[src/rtl/gdg_pkg.sv]
package gdg_pkg;
  localparam int DATA_W  = 32;
  localparam int OP_W    = 8;
  localparam int CH_W    = 8;
  localparam int FRAME_W = OP_W + CH_W + DATA_W;

  localparam logic [15:0] OFS_DATA   = 16'h7F00;
  localparam logic [15:0] OFS_CMD    = 16'h7F04;
  localparam logic [15:0] OFS_RDDATA = 16'h7F08;
  localparam logic [15:0] OFS_STATUS = 16'h7F10;

  typedef enum logic [3:0] {
    CODE_GATE  = 4'h2,
    CODE_DELAY = 4'h3
  } gdg_code_e;

  localparam int CODE_LSB = 12;
  localparam int RD_BIT   = 8;
endpackage

[src/rtl/gdg_cmd_decode.sv]
module gdg_cmd_decode
  import gdg_pkg::*;
(
  input  logic [15:0]     cmd,
  output logic            valid,
  output logic            is_read,
  output logic [OP_W-1:0] opcode,
  output logic [CH_W-1:0] chan
);
  logic [3:0] code;

  always_comb begin
    code    = cmd[CODE_LSB +: 4];
    valid   = (code == CODE_GATE) || (code == CODE_DELAY);
    is_read = cmd[RD_BIT];
    opcode  = cmd[15:8];
    chan    = cmd[CH_W-1:0];
  end
endmodule

[src/rtl/gdg_spi_engine.sv]
module gdg_spi_engine #(
  parameter int FRAME_W  = 48,
  parameter int RX_W     = 32,
  parameter int CLK_HALF = 2
) (
  input  logic               clk,
  input  logic               rst,
  input  logic               start,
  input  logic [FRAME_W-1:0] frame,
  output logic               busy,
  output logic               done,
  output logic [RX_W-1:0]    rx,
  output logic               sclk,
  output logic               cs_n,
  output logic               mosi,
  input  logic               miso
);
  localparam int CW = $clog2(CLK_HALF) + 1;
  localparam int BW = $clog2(FRAME_W) + 1;

  logic [FRAME_W-1:0] sh;
  logic [CW-1:0]      cnt;
  logic [BW-1:0]      bitn;

  always_ff @(posedge clk) begin
    if (rst) begin
      busy <= 1'b0;
      done <= 1'b0;
      rx   <= '0;
      sclk <= 1'b0;
      cs_n <= 1'b1;
      sh   <= '0;
      cnt  <= '0;
      bitn <= '0;
    end else begin
      done <= 1'b0;
      if (!busy) begin
        if (start) begin
          busy <= 1'b1;
          cs_n <= 1'b0;
          sh   <= frame;
          cnt  <= '0;
          bitn <= '0;
          sclk <= 1'b0;
        end
      end else if (cnt == CW'(CLK_HALF - 1)) begin
        cnt <= '0;
        if (!sclk) begin
          sclk <= 1'b1;
          rx   <= {rx[RX_W-2:0], miso};
        end else begin
          sclk <= 1'b0;
          if (bitn == BW'(FRAME_W - 1)) begin
            busy <= 1'b0;
            cs_n <= 1'b1;
            done <= 1'b1;
          end else begin
            bitn <= bitn + 1'b1;
            sh   <= {sh[FRAME_W-2:0], 1'b0};
          end
        end
      end else begin
        cnt <= cnt + 1'b1;
      end
    end
  end

  assign mosi = sh[FRAME_W-1];
endmodule

[src/rtl/gdg_spi_ctrl.sv]
module gdg_spi_ctrl
  import gdg_pkg::*;
#(
  parameter int ADDR_W   = 16,
  parameter int CLK_HALF = 2
) (
  input  logic              clk,
  input  logic              rst,
  input  logic [ADDR_W-1:0] bus_addr,
  input  logic              bus_wr,
  input  logic [31:0]       bus_wdata,
  output logic [31:0]       bus_rdata,
  output logic              spi_sclk,
  output logic              spi_cs_n,
  output logic              spi_mosi,
  input  logic              spi_miso
);
  logic [DATA_W-1:0] data_q;
  logic [15:0]       cmd_q;
  logic [DATA_W-1:0] rdd_q;
  logic              err_q;
  logic              rd_pend;

  logic              cmd_hit, err_clr, eng_start, eng_busy, eng_done;
  logic              dec_valid, dec_read;
  logic [OP_W-1:0]   dec_op;
  logic [CH_W-1:0]   dec_ch;
  logic [DATA_W-1:0] eng_rx;

  gdg_cmd_decode u_dec (
    .cmd     (bus_wdata[15:0]),
    .valid   (dec_valid),
    .is_read (dec_read),
    .opcode  (dec_op),
    .chan    (dec_ch)
  );

  assign cmd_hit   = bus_wr && (bus_addr == ADDR_W'(OFS_CMD));
  assign err_clr   = bus_wr && (bus_addr == ADDR_W'(OFS_STATUS)) && bus_wdata[1];
  assign eng_start = cmd_hit && !eng_busy && dec_valid;

  gdg_spi_engine #(
    .FRAME_W  (FRAME_W),
    .RX_W     (DATA_W),
    .CLK_HALF (CLK_HALF)
  ) u_eng (
    .clk   (clk),
    .rst   (rst),
    .start (eng_start),
    .frame ({dec_op, dec_ch, data_q}),
    .busy  (eng_busy),
    .done  (eng_done),
    .rx    (eng_rx),
    .sclk  (spi_sclk),
    .cs_n  (spi_cs_n),
    .mosi  (spi_mosi),
    .miso  (spi_miso)
  );

  always_ff @(posedge clk) begin
    if (rst) begin
      data_q  <= '0;
      cmd_q   <= '0;
      rdd_q   <= '0;
      err_q   <= 1'b0;
      rd_pend <= 1'b0;
    end else begin
      if (bus_wr && bus_addr == ADDR_W'(OFS_DATA) && !eng_busy)
        data_q <= bus_wdata;
      if (cmd_hit && eng_busy)
        err_q <= 1'b1;
      else if (err_clr)
        err_q <= 1'b0;
      if (eng_start) begin
        cmd_q   <= bus_wdata[15:0];
        rd_pend <= dec_read;
      end
      if (eng_done && rd_pend) begin
        rdd_q   <= eng_rx;
        rd_pend <= 1'b0;
      end
    end
  end

  always_ff @(posedge clk) begin
    if (rst) begin
      bus_rdata <= '0;
    end else begin
      case (bus_addr)
        ADDR_W'(OFS_DATA):   bus_rdata <= data_q;
        ADDR_W'(OFS_CMD):    bus_rdata <= {16'h0, cmd_q};
        ADDR_W'(OFS_RDDATA): bus_rdata <= rdd_q;
        ADDR_W'(OFS_STATUS): bus_rdata <= {30'h0, err_q, !eng_busy};
        default:             bus_rdata <= '0;
      endcase
    end
  end
endmodule

[config.mk]
export PLATFORM = sky130hd
export DESIGN_NAME = gdg_spi_ctrl
export DESIGN_NICKNAME = d
export VERILOG_FILES = /design/src/rtl/gdg_pkg.sv /design/src/rtl/gdg_cmd_decode.sv /design/src/rtl/gdg_spi_engine.sv /design/src/rtl/gdg_spi_ctrl.sv
export SDC_FILE = /design/constraint.sdc
export NUM_CORES = 1
export LEC_CHECK = 0
export ABC_AREA = 1
export BUFFER_PORTS_ARGS = -buffer_cell sky130_fd_sc_hd__buf_2
export CAP_MARGIN = 30
export CORE_MARGIN = 4
export CORE_UTILIZATION = 30
export CTS_CLUSTER_SIZE = 8
export DETAILED_ROUTE_END_ITERATION = 10
export HOLD_SLACK_MARGIN = 0.06
export SYNTH_ARGS = -nofsm -noshare
export SYNTH_HDL_FRONTEND = slang
export SYNTH_SLANG_ARGS = --single-unit
[constraint.sdc]
create_clock -name clk -period 2.2 [get_ports clk]
set_input_delay 0 -clock clk [delete_from_list [all_inputs] [get_ports clk]]
set_output_delay 0 -clock clk [all_outputs]
set_load 0.1 [all_outputs]
==> qor.csv <==
stage,metric,value,unit
timing,setup_viol_count_final,0,
clocking,holdBufCountCts,36,
worst_setup_path,reg2reg_to,u_eng.bitn[1],
run,cap_violations,0,
logic_synthesis,yosys_register_bits,207,
placement,port_buffers,86,
detailed_routing,routedWlPerCell,13.7,microns
clocking,clock_latency,520,ps
min_path,hold_path.class,input pin to register,
timing,rsz0062_at_grt,false,
logic_synthesis,ys_types,29,
clocking,clkSlewWorstSetupHoldPaths,50,ps
logic_synthesis,synth-xor-area-share,0.105,%
timing,tightest_slew,532,ps
logic_synthesis,syn_inst,1116,
worst_setup_path,critPathKind,register to register,
worst_setup_path,cp.required,2610,ps
clocking,cts_buffers,29,
logic_synthesis,synth_ff_type,dfxtp_1,
logic_synthesis,synthAdderAreaFrac,0.150,%
detailed_routing,ant_nets,0,
detailed_routing,drtIter0Drc,480,
finish,fill_cells,2867,
floorplanning,rows,60,
detailed_routing,wirelength,21800,microns
clocking,cts_sinks,207,
timing,min_period_over_period,85.8,%
logic_synthesis,postSynthAreaPerCell,7.47,sq um
logic_synthesis,synthArstFlopShare,0,%
logic_synthesis,synthMuxAreaShare,5.53,%
floorplanning,chipWidth,175,microns
worst_setup_path,crit_path_max_fanout,59,
detailed_routing,drc_errors,0,
logic_synthesis,synth_top_family_by_area,simple AND/OR/NAND/NOR gates,
finish,nNetsFinal,1268,
logic_synthesis,synth-edff-count,0,
placement,dpl_cell_area,9170,sq um
global_route,antenna_found_initial,0,
logic_synthesis,synth_nets,1169,
global_route,grt_pass1_vias,6984,
timing,clock_skew,12.0,ps
floorplanning,die_area,30500,sq um
clocking,root_buffer,clkbuf_16,
min_path,hp-start,bus_addr[5],
clocking,post_cts_resized,0,
logic_synthesis,synth_area_leaders,"dfxtp_1, nor2_1, nand2_1",
detailed_routing,viasPerCell,4.61,
global_route,grt_first_pass_wirelength,35700,microns
finish,layout_common_cells,"nor2_1, dfxtp_1, nand2_1",
worst_setup_path,r2r_slack,310,ps
finish,fin_cells,1587,
floorplanning,start_util,30.7,%
global_route,grt_usage,13.9,%
logic_synthesis,synth_top_area_share,49.7,%
finish,final_area,10300,sq um
timing,relSlewSlack,64.7,%
floorplanning,core-area,27200,sq um
timing,drv_slew,0,
clocking,h-tree-depth,1,
finish,mostFrequentLayoutCell,nor2_1,
worst_setup_path,critical_path.endpoint_type,register,
clocking,cts_tree,built,
clocking,cts.path.max_buffers,3,
logic_synthesis,seq_area_frac_synth,49.7,%
finish,syn_to_final_growth,23.1,%
detailed_routing,drt_pass1_iterations,5,
logic_synthesis,synthesis.area,8330,sq um
pwr,power_leakage,0.00413,uW
timing,fin_crit,1890,ps
worst_setup_path,r2r-start,u_eng.bitn[0],
pwr,power_density,756,nW/um^2
min_path,min_delay_worst_endpoint,bus_rdata[0],
placement,dp_hpwl,14300,microns
global_route,grt.overflow.total,0,
clocking,post-cts-setup-buffers,0,
global_route,grt_max_degree,104,
pwr,ir_drop,0.000409,V
finish,layout-drive-gt1-share,12.1,%
logic_synthesis,synth-simple-area-share,25.5,%
logic_synthesis,yosysTopAreaCell,dfxtp_1,
placement,gp_congestion,0.810,
floorplanning,io_pins,87,
detailed_routing,num_vias,7311,
placement,dp_cells,1520,
worst_setup_path,startpoint_type,register,
worst_setup_path,rr_worst_depth,9,
outcome,status,finished clean,
logic_synthesis,synth_compound_area_share,13.0,%
logic_synthesis,yosysWarnings,0,
timing,max_freq,530,MHz
floorplanning,die_h,175,microns
timing,fin_setup_tns,0,ps
timing,hold_viol_final,0,
min_path,min_path_cells,6,
finish,diodes,0,
worst_setup_path,crit_arrival,2300,ps
==> per-stage QoR <==
| step | total power [uW] | worst slack [ps] | utilization (%) | hold slack, ps |
|---|---|---|---|---|
| 5_1_grt | 8030 | 95.2 | 37.8 | 152 |
| 4_1_cts | 7860 | 309 | 37.8 | 91.5 |
| 3_5_place_dp | 4020 | 328 | 33.7 | 232 |
| 6_report | 7750 | 313 | 37.8 | 122 |
| 2_1_floorplan | 3920 | 136 | - | 76.6 |
| 3_3_place_gp | 4020 | 342 | 33.7 | 224 |
==> cell usage after synthesis, types with 3 or more instances <==
master,count
nor2_1,284
mux2i_1,46
nor3_1,5
clkinv_1,3
nand2_1,157
o22ai_1,3
o21ai_0,110
nand4_1,6
o21ai_1,5
buf_2,26
a21oi_1,95
inv_2,3
buf_1,3
inv_1,35
nand3_1,69
buf_4,6
clkbuf_1,40
dfxtp_1,207
==> state kept, by name (all words and copies together), names as in the netlist <==
name	flops
u_eng.sh	48
bus_rdata	32
data_q	32
rdd_q	32
u_eng.rx	32
cmd_q	16
u_eng.bitn	7
u_eng.cnt	2
err_q	1
rd_pend	1
u_eng.busy	1
u_eng.cs_n	1
u_eng.done	1
u_eng.sclk	1
==> cells by family (layout without fill, tap and decap cells) <==
| kind of cell | after synthesis | after routing |
|---|---|---|
| XOR/XNOR | 1 | 1 |
| buffers and inverters | 117 | 216 |
| AO/OA/AOI/OAI | 215 | 215 |
| adder cells (fa/ha/maj) | 1 | 1 |
| multiplexers | 46 | 46 |
| AND/OR/NAND/NOR | 529 | 529 |
| flip-flops | 207 | 207 |
==> final cells by class <==
class / instances / area, sq um / share of cell area, %
multi-input combinational: 792 / 3700 / 36.1
sequential: 207 / 4150 / 40.4
inverter: 41 / 155 / 1.51
timing repair buffer: 144 / 1060 / 10.3
tap: 372 / 465 / 4.54
clock buffer: 31 / 733 / 7.15
==> worst max-delay path, cell delays in order (launching register included) <==
cell and delay, ps:
dfxtp_1 370, ha_1 200, nand3_1 150, o21ai_1 350, nand2_4 120, buf_12 200, nand2_1 220, nand2_1 70
nand2_1 60, nor2_1 40
==> power breakdown <==
part / internal, uW / leakage [uW] / switching (uW)
Clock: 2290 / 0.000360 / 1460
Combinational: 114 / 0.00210 / 127
Sequential: 3760 / 0.00167 / 0.0112
Total: 6160 / 0.00413 / 1590
==> layer usage <==
| layer | track usage (%) | wire [microns] | vias to the layer above |
|---|---|---|---|
| met5 | 0 | 0 | - |
| met4 | 4.98 | 669 | 0 |
| met3 | 1.88 | 982 | 46 |
| met2 | 23.1 | 10100 | 154 |
| met1 | 18.4 | 10000 | 3298 |
| li1 | - | - | 3813 |
==> worst max-delay path by stage <==
stage | end | depth (start not counted) | startpoint | slack, ps
floorplan | u_eng.sh[30] | 7 | u_eng.sclk | 140
global placement | u_eng.bitn[1] | 9 | u_eng.bitn[0] | 340
detailed placement | u_eng.bitn[1] | 9 | u_eng.bitn[0] | 330
CTS | u_eng.bitn[1] | 9 | u_eng.bitn[0] | 310
global route | u_eng.bitn[0] | 8 | u_eng.bitn[0] | 100
finish | u_eng.bitn[1] | 9 | u_eng.bitn[0] | 310
No activity file was read; power rests on OpenSTA's default activity.
